### src/rtl/serializer_stage.sv
module serializer_stage #(
  parameter int PRESCALE = 4,
  parameter int DB_T1    = 4,
  parameter int DB_T2    = 16,
  parameter int DB_T3    = 64
) (
  input  logic       clk,
  input  logic       rst_n,
  input  logic [7:0] field_in,
  input  logic       wide_mode,
  input  logic [1:0] dbsel,
  input  logic       ot_flag,
  input  logic       uv_alarm,
  input  logic       uv_warn,
  input  logic       cs_n,
  input  logic       sclk,
  input  logic       sdi,
  output logic       sdo,
  output logic       fault
);
  localparam int PW = (PRESCALE > 1) ? $clog2(PRESCALE) : 1;
  localparam int CW = $clog2(DB_T3 + 1);

  logic [PW-1:0] pre_q;
  logic          tick;
  logic [7:0]    raw_q, filt_q;
  logic [CW-1:0] thr;
  logic [CW-1:0] cnt_q [8];

  assign tick = (pre_q == PW'(PRESCALE - 1));

  always_ff @(posedge clk)
    if (!rst_n)    pre_q <= '0;
    else if (tick) pre_q <= '0;
    else           pre_q <= pre_q + 1'b1;

  always_ff @(posedge clk)
    if (!rst_n) raw_q <= '0;
    else        raw_q <= field_in;

  always_comb
    case (dbsel)
      2'b01:   thr = CW'(DB_T1);
      2'b10:   thr = CW'(DB_T2);
      2'b11:   thr = CW'(DB_T3);
      default: thr = '0;
    endcase

  for (genvar g = 0; g < 8; g++) begin : g_flt
    always_ff @(posedge clk)
      if (!rst_n) begin
        filt_q[g] <= 1'b0;
        cnt_q[g]  <= '0;
      end else if (dbsel == 2'b00) begin
        filt_q[g] <= raw_q[g];
        cnt_q[g]  <= '0;
      end else if (raw_q[g] == filt_q[g]) begin
        cnt_q[g]  <= '0;
      end else if (tick) begin
        if (cnt_q[g] + 1'b1 >= thr) begin
          filt_q[g] <= raw_q[g];
          cnt_q[g]  <= '0;
        end else begin
          cnt_q[g]  <= cnt_q[g] + 1'b1;
        end
      end
  end

  function automatic logic [4:0] chk5(input logic [7:0] d);
    logic [4:0] c;
    logic       fb;
    c = '0;
    for (int i = 7; i >= 0; i--) begin
      fb = c[4] ^ d[i];
      c  = {c[3:0], 1'b0} ^ (fb ? 5'h15 : 5'h00);
    end
    return c;
  endfunction

  logic [7:0] status;
  assign status = {chk5(filt_q), ~uv_alarm, ot_flag, ~uv_warn};

  logic cs_s1, cs_s2, cs_p;
  logic ck_s1, ck_s2, ck_p;
  logic di_s1, di_s2;

  always_ff @(posedge clk)
    if (!rst_n) begin
      {cs_s1, cs_s2, cs_p} <= 3'b111;
      {ck_s1, ck_s2, ck_p} <= 3'b000;
      {di_s1, di_s2}       <= 2'b00;
    end else begin
      {cs_s1, cs_s2, cs_p} <= {cs_n, cs_s1, cs_s2};
      {ck_s1, ck_s2, ck_p} <= {sclk, ck_s1, ck_s2};
      {di_s1, di_s2}       <= {sdi, di_s1};
    end

  logic cs_fall, ck_rise;
  assign cs_fall = cs_p & ~cs_s2;
  assign ck_rise = ~ck_p & ck_s2 & ~cs_s2;

  logic [15:0] shreg;
  logic        wide_q;

  always_ff @(posedge clk)
    if (!rst_n) begin
      shreg  <= '0;
      wide_q <= 1'b0;
    end else if (cs_fall) begin
      shreg  <= {filt_q, wide_mode ? status : 8'h00};
      wide_q <= wide_mode;
    end else if (ck_rise) begin
      if (wide_q) shreg       <= {shreg[14:0], di_s2};
      else        shreg[15:8] <= {shreg[14:8], di_s2};
    end

  assign sdo = ~cs_s2 & shreg[15];

  always_ff @(posedge clk)
    if (!rst_n) fault <= 1'b0;
    else        fault <= ot_flag | uv_alarm;

endmodule


### config.mk
export PLATFORM = sky130hd
export DESIGN_NAME = serializer_stage
export DESIGN_NICKNAME = d
export VERILOG_FILES = /design/src/rtl/serializer_stage.sv
export SDC_FILE = /design/constraint.sdc
export NUM_CORES = 1
export LEC_CHECK = 0
export CAP_MARGIN = 20
export CELL_PAD_IN_SITES_DETAIL_PLACEMENT = 1
export CELL_PAD_IN_SITES_GLOBAL_PLACEMENT = 1
export CORE_MARGIN = 2
export CORE_UTILIZATION = 45
export DETAILED_ROUTE_END_ITERATION = 10
export DONT_BUFFER_PORTS = 1
export PLACE_DENSITY = 0.7
export SLEW_MARGIN = 20
export SYNTH_ARGS = -nofsm -noshare
export SYNTH_HDL_FRONTEND = slang
export SYNTH_SLANG_ARGS = --single-unit
### constraint.sdc
create_clock -name clk -period 3.2 [get_ports clk]
set_clock_uncertainty 0.1 [all_clocks]
set_input_delay 0.16 -clock clk [delete_from_list [all_inputs] [get_ports clk]]
set_output_delay 0.16 -clock clk [all_outputs]
set_load 0.005 [all_outputs]
== Yosys cells after proc, flatten, opt, wreduce, memory -nomap -nowiden ==
Memory sizes are Yosys's and may differ from the RTL's.
Cells that the tools add are included.

* Add/subtract/negate cells: 9
* Multiply operators: 0
* Order comparisons: 8
* Shifts and indexed selects: 0
* Divide/modulo/power cells: 0
* Bitwise logic cells: 56
* Multiplexer cells: 210
* Reduce and logical (&&, ||, !) cells: 22
* Equal/unequal tests: 20

{| class="wikitable"
|+ Operators by type and width
! cell !! count
|-
| 2-to-1 mux 7 bit || 32
|-
| 2-to-1 mux 1 bit || 165
|-
| adder 7 x 1 -> 7 bit, second input constant || 8
|-
| greater-or-equal comparator 7 bit || 8
|-
| 2-to-1 mux 5 bit || 8
|-
| XOR 5 bit || 7
|-
| OR 1 bit || 33
|-
| 2-to-1 mux 16 bit || 2
|-
| AND reduction 3 bit || 8
|-
| nonzero test 2 bit || 11
|-
| case mux 7 bit (3 select lines) || 1
|-
| 2-to-1 mux 8 bit || 2
|-
| inequality test 2 bit, second input constant || 5
|-
| equality test 1 bit || 8
|-
| XOR 1 bit || 7
|-
| equality test 2 bit, second input constant || 3
|-
| inequality test 2 x 1 -> 1 bit, second input constant || 3
|-
| inverter 1 bit || 5
|-
| AND 1 bit || 4
|-
| adder 2 x 1 -> 2 bit, second input constant || 1
|-
| equality test 2 x 1 -> 1 bit, second input constant || 1
|-
| zero test 2 bit || 1
|-
| AND reduction 2 bit || 1
|-
| OR reduction 2 bit || 1
|}

* Memory bits (read-only): 0
* RAM bits: 56
* Logic and storage cells: 348
* Latch bits: 0
* Output and inout port bits: 2
* Memories: 1
* Input bits: 19
* Bits in registers: 44

{| class="wikitable"
|+ Memory list
! name !! words !! width !! read ports !! clocked after memory_dff !! write ports !! RTL line !! RTL
|-
| cnt_q || 8 || 7 || 8 || 0 || 8 || 28 || <nowiki>logic [CW-1:0] cnt_q [8];</nowiki>
|}

== Depth between registers and ports, before layout ==
* Depth after elaboration: 24
* Gate-level depth with buffers: 10
* Mapped depth without buffers: 10

== Worst setup path after synthesis ==
OpenSTA, ideal clock, no wires.

* Path kind: register -> register
* From: mem cnt_q[0][0] (netlist name)
* To: mem cnt_q[0][2] (netlist name), data pin
* Arrival: 1.810 ns
* Required time: 2.841 ns
* Library setup time: 0.259 ns
* Clock period less this slack: 2.169 ns
* Slack: 1.031 ns
* Cell stages (with the launch flop): 11
* Path buffers: 0
* Path through: edfxtp_1 > ha_1 > nand3_1 > nor2_1 > xor2_1 > ha_1 > nand2_1 > o21ba_2 > nand4b_1 > nand2b_4 > nor2_1

{| class="wikitable"
|+ RTL lines
! item !! RTL line
|-
| start, declared || 28
|}

==> metrics <==
GRT overflow 0; initial antenna violation count 0; Tot Pwr 2.96 mW; 1st-iter DRT viols 127; Critical Path RT 3.31 ns; Core Area 12000 µm²; WP data arrival 2.53 ns; largest cells by area after synthesis edfxtp_1 31%, dfxtp_1 16%, ha_1 8.2%; largest net degree at the start of global routing 38; area growth from synthesis to layout 11.4%; drt drc 0; Yosys top cell by area edfxtp_1; register area share after synthesis 46.8%; share of flip-flops with an asynchronous set or reset 0%; critical path type flop to flop; Syn Std Cell Area 5480 µm²; fin crit period 2.41 ns; Post-synth top flop edfxtp_1; PortBufs 0; WL per Instance 16.9 µm; ratio of total power to cell area 485 nW/µm²; post-CTS resize count 0; HP Class input pin to flop; crit end category flop; clk slew on worst S/H paths 0.07 ns; vias in the first global route 4198; number of library cell types mapped by synthesis 45; WHS Endpoint shreg[2]; worst setup margin 0.786 ns; overall routing resource usage 20.5%; MaxCap Viol Count 0; Ant. Diodes 0; CTS tree built; Hold Fails Final Rpt 0; fin crit share 75.4%; Synthesized Nets 614; remaining antenna violation count 0; Slew @ Worst Pin 1.00 ns; status finished, final reports clean; Mapped Cells 559; Reg-to-Reg Start cnt_q[0][7]; critical path peak fanout 6; reg2reg setup slack 0.79 ns; R2R depth 8; final number of max-transition violations 0; leakage power 2.31 nW; #FFs+latches synth 100; Max-slew headroom 32.9%; RSZ-0062 raised after global routing false; Ports 21; DP Wirelength 8.57 mm; Clock Latency Late Sink 0.35 ns; Die W 114 µm; VDD IR max 0.312 mV; Clock Tree Buf Depth 2; die area 13100 µm²; Hold Path Origin wide_mode; Chip Height 114 µm; Startpoint Class flop; CTS Root Cell clkbuf_16; number of H-tree levels 3; DRT Pass-1 Iters 4; num rows 40; Setup TNS 0 ns; Initial Utilization 45.8%; Final Util 51.0%; reg-to-reg endpoint cnt_q[0][11]; Layout Nets 628; layout cells sized above 1 5.36%; vias per std cell 5.42; first-pass GRT wire length 20.8 mm; Hold Crit Depth 3; final WL 12.2 mm; synthesized area per cell 9.80 µm²; Clock Sinks 100; Final setup viols 0; DR vias 3928; number of synthesized flops with an enable pin 56; RePlAce Congestion 0.813; Setup WS pre-CTS 0.826 ns; CTS Buf Count 9; f_max 0.414 GHz; Synth top area share 30.7%; Ys Warns 0
synth_stat cells (all sizes together) (2+ instances only):
cell / n
nand2: 78
nor2: 75
edfxtp: 56
dfxtp: 44
xnor2: 40
nand3: 37
ha: 36
xor2: 25
nor2b: 21
inv: 16
a21oi: 13
and2: 13
clkbuf: 11
mux2i: 10
nand2b: 9
a311oi: 8
buf: 7
nor3: 7
a41oi: 6
o21ai: 6
or3: 5
a21bo: 4
o211ai: 4
a31oi: 3
and3: 3
nor3b: 3
a211oi: 2
nand4: 2
nand4b: 2
o21a: 2
o21ba: 2
logic make-up (layout without fill, tap and decap cells):
kind of cell             count (synthesis)  in the layout  share of synthesized area (%)
AND/OR/NAND/NOR                        256            256                           21.7
flip-flops                             100            100                           46.8
XOR/XNOR                                65             65                           10.8
AO/OA/AOI/OAI                           58             58                           7.88
adder cells (fa/ha/maj)                 36             36                           8.22
buffers and inverters                   34             53                           2.81
multiplexers                            10             10                           1.83
per-layer routing:
metal | vias up | global-route usage, % | wire length, µm
met5 | - | 0 | 0
met4 | 0 | 7.40 | 183
met3 | 14 | 2.81 | 280
met2 | 42 | 35.9 | 6110
met1 | 1915 | 26.0 | 5660
li1 | 1957 | - | -
area by class of cell:
| class | instances | area [µm²] |
|---|---|---|
| Sequential cell | 100 | 2560 |
| Inverter | 16 | 60.1 |
| Clock buffer | 10 | 250 |
| Timing Repair Buffer | 21 | 218 |
| Tap cell | 147 | 184 |
| Fill cell | 1334 | 5860 |
| Clock inverter | 6 | 67.6 |
| Multi-Input combinational cell | 425 | 2760 |
sequential cells by signal, indices dropped and copies added, names as in the netlist:
signal and cells:
ck_s1 1, ck_s2 1, di_s1 1, cnt_q 56
pre_q 2, fault 1, cs_s2 1, shreg 16
ck_p 1, cs_p 1, di_s2 1, wide_q 1
raw_q 8, cs_s1 1, filt_q 8
worst max path at each step:
| stage | from | to | slack, ns | depth (start not counted) |
|---|---|---|---|---|
| 3_5_place_dp | cnt_q[1][21] | cnt_q[1][23] | 0.83 | 10 |
| 3_3_place_gp | cnt_q[1][21] | cnt_q[1][23] | 0.86 | 10 |
| 4_1_cts | cnt_q[1][21] | filt_q[7] | 0.80 | 10 |
| 6_report | cnt_q[0][7] | cnt_q[0][11] | 0.79 | 8 |
| 5_1_grt | cnt_q[0][7] | cnt_q[0][11] | 0.62 | 8 |
| 2_1_floorplan | cnt_q[0][0] | cnt_q[0][2] | 1.03 | 10 |
critical path, stage by stage, from the launching register on:
cell and delay (ns):
edfxtp_1 0.47, ha_1 0.27, xnor2_1 0.30, ha_1 0.29, nand2_1 0.07, nand3_1 0.08
a211o_1 0.32, a21o_1 0.24, nor2b_1 0.13
layout by cell type (no fill, tap or decap), drive strengths merged, types with 13 or more instances in the layout:
cell type and n:
nand3 37, xor2 25, xnor2 40, nor2 75
ha 36, a21oi 13, edfxtp 56, dlygate4sd3 19
inv 19, dfxtp 44, and2 13, nand2 78
nor2b 21
through the flow:
step                      std cells  hold slack [ns]  area [µm²]
after floorplan                 559            0.161        5480
after global placement          689            0.147        5580
after detailed placement        689            0.150        5580
after CTS                       725           0.0499        6100
after global routing            725            0.106        6100
final                           725           0.0619        6100
timing repair:
item	in CTS	in global routing
setup buffers	0	0
hold buffers	20	0
endpoints found under the hold margin	32	0
power by group:
group          switching (mW)  total, mW  internal (mW)
Sequential             0.0580       1.48           1.42
Clock                   0.498       1.16          0.660
Combinational           0.181      0.324          0.143
No activity file was read; power rests on OpenSTA's default activity.
